`src/rtl/uart_regs_pkg.sv`:
```
package uart_regs_pkg;

    localparam int DATA_W = 32;
    localparam int CHAR_W = 8;

    // register byte offsets (software-visible, fixed)
    localparam logic [7:0] OFF_CTL  = 8'h00;
    localparam logic [7:0] OFF_BAUD = 8'h04;
    localparam logic [7:0] OFF_THR  = 8'h08;
    localparam logic [7:0] OFF_STAT = 8'h10;
    localparam logic [7:0] OFF_DATA = 8'h14;

    // control bit positions
    localparam int CTL_RXFLUSH = 6;
    localparam int CTL_TXFLUSH = 7;
    localparam int CTL_RXEN    = 21;
    localparam int CTL_TXEN    = 22;
    localparam int CTL_BRGEN   = 23;

    // status bit positions
    localparam int ST_TXEMPTY = 5;
    localparam int ST_OVR     = 7;
    localparam int ST_RXAVAIL = 11;

    typedef struct packed {
        logic              brk;
        logic              par_err;
        logic              frm_err;
        logic [CHAR_W-1:0] ch;
    } rx_entry_t;

    localparam int RX_ENTRY_W = $bits(rx_entry_t);

    typedef struct packed {
        logic sel_ctl;
        logic sel_baud;
        logic sel_thr;
        logic sel_stat;
        logic sel_data;
    } reg_hit_t;

    function automatic logic [DATA_W-1:0] pack_status(input logic tx_empty,
                                                      input logic ovr,
                                                      input logic rx_avail);
        logic [DATA_W-1:0] w;
        w = '0;
        w[ST_TXEMPTY] = tx_empty;
        w[ST_OVR]     = ovr;
        w[ST_RXAVAIL] = rx_avail;
        return w;
    endfunction

    function automatic logic [DATA_W-1:0] ctl_mask();
        logic [DATA_W-1:0] m;
        m = '1;
        m[CTL_RXFLUSH] = 1'b0;
        m[CTL_TXFLUSH] = 1'b0;
        return m;
    endfunction

endpackage

```
`src/rtl/uart_queue.sv`:
```
module uart_queue #(
    parameter int WIDTH = 8,
    parameter int DEPTH = 16,
    localparam int AW = $clog2(DEPTH),
    localparam int CW = $clog2(DEPTH + 1)
) (
    input  logic             clk,
    input  logic             rst,
    input  logic             flush,
    input  logic             push,
    input  logic [WIDTH-1:0] push_data,
    input  logic             pop,
    output logic [WIDTH-1:0] head,
    output logic             empty,
    output logic             full,
    output logic [CW-1:0]    count
);

    logic [WIDTH-1:0] mem [DEPTH];
    logic [AW-1:0]    wr_ptr, rd_ptr;
    logic             do_push, do_pop;

    assign empty   = (count == '0);
    assign full    = (count == CW'(DEPTH));
    assign do_push = push && !full;
    assign do_pop  = pop && !empty;
    assign head    = mem[rd_ptr];

    always_ff @(posedge clk) begin
        if (rst || flush) begin
            wr_ptr <= '0;
            rd_ptr <= '0;
            count  <= '0;
        end else begin
            if (do_push) begin
                wr_ptr <= (wr_ptr == AW'(DEPTH - 1)) ? '0 : wr_ptr + 1'b1;
            end
            if (do_pop) begin
                rd_ptr <= (rd_ptr == AW'(DEPTH - 1)) ? '0 : rd_ptr + 1'b1;
            end
            count <= count + CW'(do_push) - CW'(do_pop);
        end
    end

    always_ff @(posedge clk) begin
        if (do_push) begin
            mem[wr_ptr] <= push_data;
        end
    end

    AST_NO_OVERFLOW: assert property (@(posedge clk) disable iff (rst)
        count <= CW'(DEPTH));
    AST_FLUSH_EMPTIES: assert property (@(posedge clk) disable iff (rst)
        flush |=> empty);
    AST_FULL_HOLDS: assert property (@(posedge clk) disable iff (rst)
        (full && !pop && !flush) |=> full);

endmodule

```
`src/rtl/uart_status.sv`:
```
module uart_status
    import uart_regs_pkg::*;
(
    input  logic              clk,
    input  logic              rst,
    input  logic              rx_push_req,
    input  logic              rx_full,
    input  logic              rx_flush,
    input  logic              stat_wr,
    input  logic [DATA_W-1:0] stat_wdata,
    input  logic              tx_empty,
    input  logic              rx_empty,
    output logic [DATA_W-1:0] status_word
);

    logic ovr_q;
    logic ovr_clr, ovr_set;

    assign ovr_clr = rx_flush || (stat_wr && (stat_wdata == '0));
    assign ovr_set = rx_push_req && rx_full;

    always_ff @(posedge clk) begin
        if (rst) begin
            ovr_q <= 1'b0;
        end else if (ovr_clr) begin
            ovr_q <= 1'b0;
        end else if (ovr_set) begin
            ovr_q <= 1'b1;
        end
    end

    assign status_word = pack_status(tx_empty, ovr_q, !rx_empty);

    AST_OVR_STICKY: assert property (@(posedge clk) disable iff (rst)
        (ovr_q && !ovr_clr) |=> ovr_q);
    AST_OVR_CAUSE: assert property (@(posedge clk) disable iff (rst)
        (!ovr_q && !(rx_push_req && rx_full)) |=> !ovr_q);
    AST_OVR_CLEARS: assert property (@(posedge clk) disable iff (rst)
        ovr_clr |=> !ovr_q);

endmodule

```
`src/rtl/uart_regfile.sv`:
```
module uart_regfile
    import uart_regs_pkg::*;
#(
    parameter int ADDR_W = 5,
    parameter int DEPTH  = 16
) (
    input  logic              clk,
    input  logic              rst,
    input  logic              bus_sel,
    input  logic              bus_wr,
    input  logic [ADDR_W-1:0] bus_addr,
    input  logic [31:0]       bus_wdata,
    output logic [31:0]       bus_rdata,
    input  logic [7:0]        rx_char,
    input  logic              rx_frame_err,
    input  logic              rx_par_err,
    input  logic              rx_brk,
    input  logic              rx_valid,
    output logic [7:0]        tx_char,
    output logic              tx_valid,
    input  logic              tx_take,
    output logic              rx_en,
    output logic              tx_en,
    output logic              brg_en,
    output logic [31:0]       baud_word,
    output logic [3:0]        rx_thresh,
    output logic [3:0]        tx_thresh
);

    localparam int CW = $clog2(DEPTH + 1);

    reg_hit_t          hit;
    logic              wr_acc, rd_acc;
    logic [DATA_W-1:0] ctl_q, baud_q;
    logic [7:0]        thr_q;
    logic              rx_flush, tx_flush;
    logic              rx_push_req, rx_pop;
    rx_entry_t         rx_in, rx_head;
    logic              rx_empty, rx_full, tx_empty, tx_full;
    logic [CW-1:0]     rx_count, tx_count;
    logic [DATA_W-1:0] status_word;

    assign hit.sel_ctl  = (bus_addr == OFF_CTL[ADDR_W-1:0]);
    assign hit.sel_baud = (bus_addr == OFF_BAUD[ADDR_W-1:0]);
    assign hit.sel_thr  = (bus_addr == OFF_THR[ADDR_W-1:0]);
    assign hit.sel_stat = (bus_addr == OFF_STAT[ADDR_W-1:0]);
    assign hit.sel_data = (bus_addr == OFF_DATA[ADDR_W-1:0]);

    assign wr_acc = bus_sel && bus_wr;
    assign rd_acc = bus_sel && !bus_wr;

    // self-clearing flush commands act at the write edge, never stored
    assign rx_flush = wr_acc && hit.sel_ctl && bus_wdata[CTL_RXFLUSH];
    assign tx_flush = wr_acc && hit.sel_ctl && bus_wdata[CTL_TXFLUSH];

    always_ff @(posedge clk) begin
        if (rst) begin
            ctl_q  <= '0;
            baud_q <= '0;
            thr_q  <= '0;
        end else if (wr_acc) begin
            if (hit.sel_ctl)  ctl_q  <= bus_wdata & ctl_mask();
            if (hit.sel_baud) baud_q <= bus_wdata;
            if (hit.sel_thr)  thr_q  <= bus_wdata[15:8];
        end
    end

    assign rx_en     = ctl_q[CTL_RXEN];
    assign tx_en     = ctl_q[CTL_TXEN];
    assign brg_en    = ctl_q[CTL_BRGEN];
    assign baud_word = baud_q;
    assign rx_thresh = thr_q[3:0];
    assign tx_thresh = thr_q[7:4];

    // receive path
    assign rx_in.brk     = rx_brk;
    assign rx_in.par_err = rx_par_err;
    assign rx_in.frm_err = rx_frame_err;
    assign rx_in.ch      = rx_char;
    assign rx_push_req   = rx_valid && rx_en;
    assign rx_pop        = rd_acc && hit.sel_data;

    uart_queue #(.WIDTH(RX_ENTRY_W), .DEPTH(DEPTH)) i_rxq (
        .clk      (clk),
        .rst      (rst),
        .flush    (rx_flush),
        .push     (rx_push_req),
        .push_data(rx_in),
        .pop      (rx_pop),
        .head     (rx_head),
        .empty    (rx_empty),
        .full     (rx_full),
        .count    (rx_count)
    );

    // transmit path
    uart_queue #(.WIDTH(CHAR_W), .DEPTH(DEPTH)) i_txq (
        .clk      (clk),
        .rst      (rst),
        .flush    (tx_flush),
        .push     (wr_acc && hit.sel_data),
        .push_data(bus_wdata[7:0]),
        .pop      (tx_take && tx_valid),
        .head     (tx_char),
        .empty    (tx_empty),
        .full     (tx_full),
        .count    (tx_count)
    );

    assign tx_valid = tx_en && !tx_empty;

    uart_status i_stat (
        .clk        (clk),
        .rst        (rst),
        .rx_push_req(rx_push_req),
        .rx_full    (rx_full),
        .rx_flush   (rx_flush),
        .stat_wr    (wr_acc && hit.sel_stat),
        .stat_wdata (bus_wdata),
        .tx_empty   (tx_empty),
        .rx_empty   (rx_empty),
        .status_word(status_word)
    );

    always_comb begin
        bus_rdata = '0;
        if (rd_acc) begin
            unique case (1'b1)
                hit.sel_ctl:  bus_rdata = ctl_q;
                hit.sel_baud: bus_rdata = baud_q;
                hit.sel_thr:  bus_rdata = {16'h0, thr_q, 8'h0};
                hit.sel_stat: bus_rdata = status_word;
                hit.sel_data: bus_rdata = rx_empty ? '0 : {21'h0, rx_head};
                default:      bus_rdata = '0;
            endcase
        end
    end

    AST_TX_GATED: assert property (@(posedge clk) disable iff (rst)
        !tx_en |-> !tx_valid);
    AST_EMPTY_READ_ZERO: assert property (@(posedge clk) disable iff (rst)
        (rx_pop && rx_empty) |-> (bus_rdata == '0));
    AST_EMPTY_READ_NO_POP: assert property (@(posedge clk) disable iff (rst)
        (rx_pop && rx_empty && !rx_push_req) |=> rx_empty);
    AST_POP_ONE: assert property (@(posedge clk) disable iff (rst)
        (rx_pop && !rx_empty && !rx_push_req && !rx_flush)
            |=> (rx_count == $past(rx_count) - 1'b1));
    AST_TX_IGNORED_WHEN_FULL: assert property (@(posedge clk) disable iff (rst)
        (tx_full && !tx_flush && !(tx_take && tx_valid)) |=> tx_full);
    AST_CTL_FLUSH_BITS_ZERO: assert property (@(posedge clk) disable iff (rst)
        (rd_acc && hit.sel_ctl) |-> (bus_rdata[7:6] == 2'b00));
    AST_RX_DISABLED: assert property (@(posedge clk) disable iff (rst)
        (!rx_en && !rx_pop && !rx_flush) |=> (rx_count == $past(rx_count)));

endmodule

```
`config.mk`:
```
export PLATFORM = sky130hd
export DESIGN_NAME = uart_regfile
export DESIGN_NICKNAME = d
export VERILOG_FILES = /design/src/rtl/uart_regs_pkg.sv /design/src/rtl/uart_queue.sv /design/src/rtl/uart_status.sv /design/src/rtl/uart_regfile.sv
export SDC_FILE = /design/constraint.sdc
export NUM_CORES = 1
export LEC_CHECK = 0
export BUFFER_PORTS_ARGS = -buffer_cell sky130_fd_sc_hd__buf_4
export CORE_ASPECT_RATIO = 1.1
export CORE_MARGIN = 1
export CORE_UTILIZATION = 50
export DETAILED_ROUTE_END_ITERATION = 16
export PLACE_DENSITY = 0.69
export SETUP_SLACK_MARGIN = 0.4
export SYNTH_ARGS = -nofsm -noshare
export SYNTH_HDL_FRONTEND = slang
export SYNTH_SLANG_ARGS = --single-unit
export TNS_END_PERCENT = 30
```
`constraint.sdc`:
```
create_clock -name clk -period 6.4 [get_ports clk]
set_clock_uncertainty 0.05 [all_clocks]
set_input_delay 1.28 -clock clk [delete_from_list [all_inputs] [get_ports clk]]
set_output_delay 1.28 -clock clk [all_outputs]
set_load 0.02 [all_outputs]
```
==> impl_metrics.tcl, run 1 <==
set metrics [dict create \
    status "completed" \
    synthAdderAreaFrac 0.01901 \
    grt_first_pass_wirelength_um 57140 \
    die_h_um 193.0 \
    final_common_cell "edfxtp_1" \
    cts_max_level 2 \
    dieArea_mm2 0.03391 \
    post_drt_wl_per_cell_um 21.87 \
    numCtsBuffers 42 \
    dr_wl_met2_um 18480 \
    grt_max_degree 73 \
    tritoncts "built" \
    synthCells 1107 \
    worst_slew_pin_slew_ns 1.026 \
    first_pass_iters 5 \
    ant_nets 0 \
    p_clk_frac 0.448 \
    finalHoldViolCount 0 \
    synthSimpleGateAreaFrac 0.08379 \
    fillerInstances 2502 \
    reg2reg_to "i_rxq.count[4]$_SDFF_PP0_" \
    tns_ns 0 \
    met3WireLength_um 3206 \
    antenna_found_initial 1 \
    routed.top_layer "met5" \
    path_buf_inv 2 \
    synth_nets 1185 \
    track_usage 0.2248 \
    drtIter0Drc 881 \
    min_path_type "register to register" \
    cts_resized 0 \
    slew_headroom 0.3123 \
    netSwitchingPower_uw 1052 \
    portBuffers 137 \
    setup-violations-final 0 \
    clk_pin_slew_ns 0.06 \
    routed_wl_um 37440 \
    synthesis.area_mm2 0.01659 \
    ys_seq_area_frac 0.6770 \
    synth_edf_count 304 \
    crit_arrival_ns 3.27 \
    drive_gt1_frac 0.2698 \
    ys_async_sr_fraction 0 \
    crit_chain "buf_4 -> nor4b_1 -> and4b_1 -> nand2_1 -> o211ai_1 -> buf_4" \
    combPwrFrac 0.019 \
    diodes 0 \
    post-cts-setup-buffers 0 \
    fin_crit_sh 0.7188 \
    cp-start-kind "input pin" \
    synth.area.mux_share 0.1392 \
    slowest_stage "and4b_1" \
    die_w_um 175.7 \
    synth-compound-area-share 0.05317 \
    syn_area_per_cell_um2 14.99 \
    r2r.worst_path.cells 13 \
    cp_max_fo 16 \
    syn2layout_area_growth_pct 17.40 \
    grt_pass1_vias 9871 \
    hold_slack_ns 0.4072 \
    vias 9972 \
    coreArea_mm2 0.03246 \
    slew_violations 0 \
    swShare 0.1967 \
    synth_seq_cells 409 \
    rows 69 \
    wirelength_met1_um 14900 \
    period_needed_ns 4.601 \
    initial_utilization 0.5111 \
    required_ns 5.07 \
    cts-root-buf "clkbuf_16" \
    worstReg2RegStart "i_rxq.count[2]$_SDFF_PP0_" \
    pre_cts_ws_ns 1.799 \
    fmax_mhz 217.4 \
    min_to "ctl_q[2]$_SDFFE_PP0P_" \
    rsz0062_at_grt "no" \
    leakage_uw 0.006411 \
    yosysWarnings 0 \
    synth_top_family_by_area "multiplexers" \
    synth_ff_type "edfxtp_1" \
    cpMostUsedCell "buf_4" \
    insertion_delay_ns 0.54 \
    hold-path-cell-count 2 \
    slowest_delay_ns 0.67 \
    worstSetupPathType "input pin to output pin" \
    rrSetupSlack_ns 2.94 \
    p_seq_frac 0.532 \
    hpwl_um 24000 \
    cap_violations 0 \
    critPathTopFamily "simple AND/OR/NAND/NOR gates" \
    final_cell_mix "304 x edfxtp_1, 166 x buf_4, 147 x nand2_1, 100 x dfxtp_1, 84 x mux4_2" \
    drc 0 \
    powerDensity_mw_per_mm2 274.6 \
    cts_sinks 409 \
    clock_path_buffers 3 \
    p_int_uw 4296 \
    io_pins 138 \
    synth.distinct_cells 53 \
    synth-xor-area-share 0.004224 \
    grt_overflow 0 \
    cts_hold_buffers 0 \
    place.gp.congestion 0.8495 \
    ir_worst_vdd_mv 0.2205 \
    setup_ws_ns 1.799 \
    min-delay-start "ctl_q[2]$_SDFFE_PP0P_" \
    nets 1331 \
    end_kind "output pin" \
    routed_via_density 5.825 \
]
==> worst max path at each step <==
| stage | start | end | cells past startpoint |
|---|---|---|---|
| after floorplan | bus_addr[3] | bus_rdata[1] | 6 |
| after global placement | bus_addr[3] | bus_rdata[0] | 7 |
| after detailed placement | bus_addr[3] | bus_rdata[0] | 7 |
| after CTS | bus_addr[3] | bus_rdata[0] | 7 |
| after global routing | bus_addr[3] | bus_rdata[8] | 6 |
| final | bus_addr[3] | bus_rdata[8] | 6 |
==> sequential cells by signal (all words and copies together), names as in the netlist, 4 cells and up, named ones only <==
name	flops
ctl_q	30
i_rxq.wr_ptr	4
thr_q	8
i_rxq.count	5
i_rxq.rd_ptr	4
i_txq.rd_ptr	4
i_txq.count	5
baud_word	32
i_rxq.mem	176
i_txq.wr_ptr	4
i_txq.mem	128
==> power groups by stage <==
| stage | registers (µW) | logic, µW | clock network (µW) |
|---|---|---|---|
| 3_5_place_dp | 2900 | 103 | 0 |
| 2_1_floorplan | 2910 | 27.1 | 0 |
| 4_1_cts | 2850 | 103 | 2440 |
| 6_report | 2850 | 103 | 2400 |
| 5_1_grt | 2850 | 111 | 2530 |
| 3_3_place_gp | 2900 | 101 | 0 |
==> metal layers <==
| layer | global-route usage | up-vias |
|---|---|---|
| li1 | - | 4521 |
| met1 | 0.2879 | 5001 |
| met2 | 0.3831 | 386 |
| met3 | 0.05373 | 62 |
| met4 | 0.06388 | 2 |
| met5 | 0 | - |
==> cell usage after synthesis (2+ instances only) <==
cell | n | share of area
and3_1 | 3 | 0.0011
ha_1 | 22 | 0.017
a222oi_1 | 5 | 0.0030
xnor2_1 | 4 | 0.0021
buf_2 | 29 | 0.0087
nor2_1 | 72 | 0.016
mux2i_1 | 18 | 0.011
nor4_1 | 11 | 0.0041
dfxtp_1 | 105 | 0.13
a41oi_1 | 2 | 0.0011
or3_1 | 3 | 0.0011
nand2b_1 | 6 | 0.0023
nand3_1 | 26 | 0.0078
inv_1 | 28 | 0.0063
nand2_1 | 147 | 0.033
edfxtp_1 | 304 | 0.55
nand4_1 | 4 | 0.0015
nor3_2 | 2 | 0.0012
xor2_1 | 4 | 0.0021
nor4b_1 | 3 | 0.0016
a22oi_1 | 21 | 0.0095
a21oi_1 | 78 | 0.024
mux4_2 | 84 | 0.11
a32o_1 | 3 | 0.0018
fa_1 | 2 | 0.0024
and4b_1 | 2 | 0.0012
o21ai_0 | 7 | 0.0021
a21o_1 | 6 | 0.0027
a211oi_1 | 2 | 0.00090
and2_1 | 3 | 0.0011
nor3b_1 | 4 | 0.0018
clkbuf_1 | 26 | 0.0059
a31oi_1 | 2 | 0.00075
mux2_2 | 21 | 0.014
buf_1 | 6 | 0.0014
nor3_1 | 12 | 0.0036
o211ai_1 | 11 | 0.0050
a311oi_1 | 2 | 0.0011
buf_4 | 3 | 0.0014
==> through the flow <==
| stage | total power [µW] | utilization | instances | cell area [µm²] |
|---|---|---|---|---|
| 6_report | 5348 | 0.6000 | 1712 | 19480 |
| 2_1_floorplan | 2933 | - | 1107 | 16590 |
| 3_3_place_gp | 3005 | 0.5579 | 1635 | 18110 |
| 3_5_place_dp | 3007 | 0.5579 | 1635 | 18110 |
| 4_1_cts | 5386 | 0.6000 | 1712 | 19480 |
| 5_1_grt | 5485 | 0.6000 | 1712 | 19480 |
==> tightest hold or removal path, stage by stage (launching register included) <==
cell and delay (ns):
dfxtp_1 0.31, nand2_1 0.05, a21oi_1 0.05
==> cell families (layout without fill, tap and decap cells) <==
family	Yosys count	in the layout
XOR/XNOR	8	8
flip-flops	409	409
AND/OR/NAND/NOR	309	309
AO/OA/AOI/OAI	142	142
buffers and inverters	92	271
multiplexers	123	123
adder cells (fa/ha/maj)	24	24
==> final cells by class <==
class	instances	area, µm²	area share
Clock inverter	23	230.2	0.01182
Sequential cell	409	11240	0.5770
Tap cell	426	533.0	0.02737
Inverter	28	105.1	0.005396
Timing Repair Buffer	166	1246	0.06399
Clock buffer	54	1137	0.05840
Multi-Input combinational cell	606	4987	0.2561
Note: power is estimated with default switching activity, not from simulation.
==> inputs of run 2 (changes only) <==
--- a/config.mk
+++ b/config.mk
@@ -10,7 +10,7 @@
 export CORE_MARGIN = 1
 export CORE_UTILIZATION = 50
 export DETAILED_ROUTE_END_ITERATION = 16
-export PLACE_DENSITY = 0.69
+export PLACE_DENSITY = 0.71
 export SETUP_SLACK_MARGIN = 0.4
 export SYNTH_ARGS = -nofsm -noshare
 export SYNTH_HDL_FRONTEND = slang
==> constraint.sdc (replaced) <==
create_clock -name clk -period 3.75 [get_ports clk]
set_clock_uncertainty 0.05 [all_clocks]
set_input_delay 0.75 -clock clk [delete_from_list [all_inputs] [get_ports clk]]
set_output_delay 0.75 -clock clk [all_outputs]
set_load 0.02 [all_outputs]
==> impl_metrics.tcl, run 2 (synthesis results as in run 1) <==
set metrics [dict create \
    grt_first_pass_wirelength_um 56770 \
    tns_ns 0 \
    setup-violations-final 0 \
    track_usage 0.2240 \
    slew_violations 0 \
    power_uw 9313 \
    crit_arrival_ns 2.52 \
    largest_reg_flops 176 \
    p_int_uw 7466 \
    ant_nets 0 \
    p_clk_frac 0.459 \
    insertion_delay_ns 0.55 \
    fin_crit_sh 0.8852 \
    dieArea_mm2 0.03391 \
    diodes 0 \
    slowest_stage "or4b_4" \
    grt_max_degree 70 \
    drtIter0Drc 1008 \
    final_cell_mix "304 x edfxtp_1, 214 x buf_4, 147 x nand2_1, 101 x dfxtp_1, 84 x mux4_2" \
    ir_worst_vdd_mv 0.3791 \
    drive_gt1_frac 0.2984 \
    swShare 0.1982 \
    combPwrFrac 0.019 \
    clock_path_buffers 3 \
    portBuffers 137 \
    fmax_mhz 301.2 \
    grt_pass1_vias 9832 \
    rsz0062_at_grt "yes" \
    path_buf_inv 3 \
    clk_pin_slew_ns 0.06 \
    drc 0 \
    worstSetupPathType "input pin to output pin" \
    crit_chain "buf_4 -> or4b_4 -> nor3b_1 -> buf_4 -> nand3_1 -> o211ai_1 -> buf_4" \
    die_h_um 193.0 \
    cap_violations 0 \
    p_seq_frac 0.521 \
    nets 1382 \
    fillerInstances 2423 \
    antenna_found_initial 0 \
    netSwitchingPower_uw 1846 \
    leakage_uw 0.006725 \
    place.gp.congestion 0.8455 \
    routed_wl_um 38300 \
    required_ns 2.95 \
    syn2layout_area_growth_pct 20.38 \
    cts_max_level 2 \
    final_common_cell "edfxtp_1" \
    slew_headroom 0.2289 \
    post_drt_wl_per_cell_um 21.72 \
    numCtsBuffers 42 \
    cts_sinks 409 \
    powerDensity_mw_per_mm2 466.3 \
    routed_via_density 5.805 \
    cp-start-kind "input pin" \
    end_kind "output pin" \
    min_path_type "input pin to register" \
    top_register "i_rxq.mem" \
    cpMostUsedCell "buf_4" \
    tritoncts "built" \
    vias 10240 \
    hpwl_um 24280 \
    io_pins 138 \
    cts-root-buf "clkbuf_16" \
    cp_max_fo 11 \
    grt_overflow 0 \
    period_needed_ns 3.320 \
    die_w_um 175.7 \
    worst_slew_pin_slew_ns 1.157 \
    coreArea_mm2 0.03246 \
    critPathTopFamily "simple AND/OR/NAND/NOR gates" \
    rows 69 \
    slowest_delay_ns 0.60 \
    status "completed" \
    finalHoldViolCount 0 \
    initial_utilization 0.5111 \
    first_pass_iters 8 \
]
-- run 2: timing repair --
action,in CTS,in global routing
buffers inserted,0,25
hold buffers,0,0
gates resized for setup,7,2
pin swaps,1,0
setup endpoints to repair,12,11
-- run 2: power by group through the flow --
stage	Clock (µW)	Sequential, µW	Combinational [µW]
2_1_floorplan	0	4960	46.3
4_1_cts	4360	4860	177
6_report	4280	4860	179
3_5_place_dp	0	4960	176
3_3_place_gp	0	4960	171
5_1_grt	4530	4850	189
-- run 2: layout make-up --
type,instances,area (µm²),share of cell area
tap,426,533.0,0.02669
inverter,28,105.1,0.005263
clock buffer,54,1167,0.05846
timing repair buffer,217,1658,0.08301
sequential,409,11240,0.5630
multi-input combinational,606,4994,0.2500
clock inverter,23,270.3,0.01353
-- run 2: metrics by stage --
step           utilization  worst slack [ns]  area [µm²]  cells  hold WS (ns)
6_report            0.6152            0.4305       19970   1763        0.3703
5_1_grt             0.6152            0.3824       19970   1763        0.3471
4_1_cts             0.6091            0.3763       19770   1738        0.3337
3_5_place_dp        0.5641            0.3395       18310   1661        0.3989
3_3_place_gp        0.5641            0.3773       18310   1661        0.3922
2_1_floorplan            -            0.4036       16590   1107        0.3834
-- run 2: layer usage --
metal	global-route usage	wire [µm]	vias up
met1	0.2913	15210	5107
met4	0.06957	854	0
met5	0	0	-
met3	0.04373	3098	76
li1	-	-	4611
met2	0.3816	19140	441
-- run 2: final timing paths --
path	from	endpoint	cells after the start	slack [ns]
setup / recovery	bus_addr[3]	bus_rdata[1]	7	0.43
hold reg to reg	ctl_q[12]$_SDFFE_PP0P_	ctl_q[12]$_SDFFE_PP0P_	2	0.41
hold / removal	rst	ctl_q[4]$_SDFFE_PP0P_	2	0.37
setup reg to reg	i_txq.count[2]$_SDFF_PP0_	i_txq.count[4]$_SDFF_PP0_	14	0.62
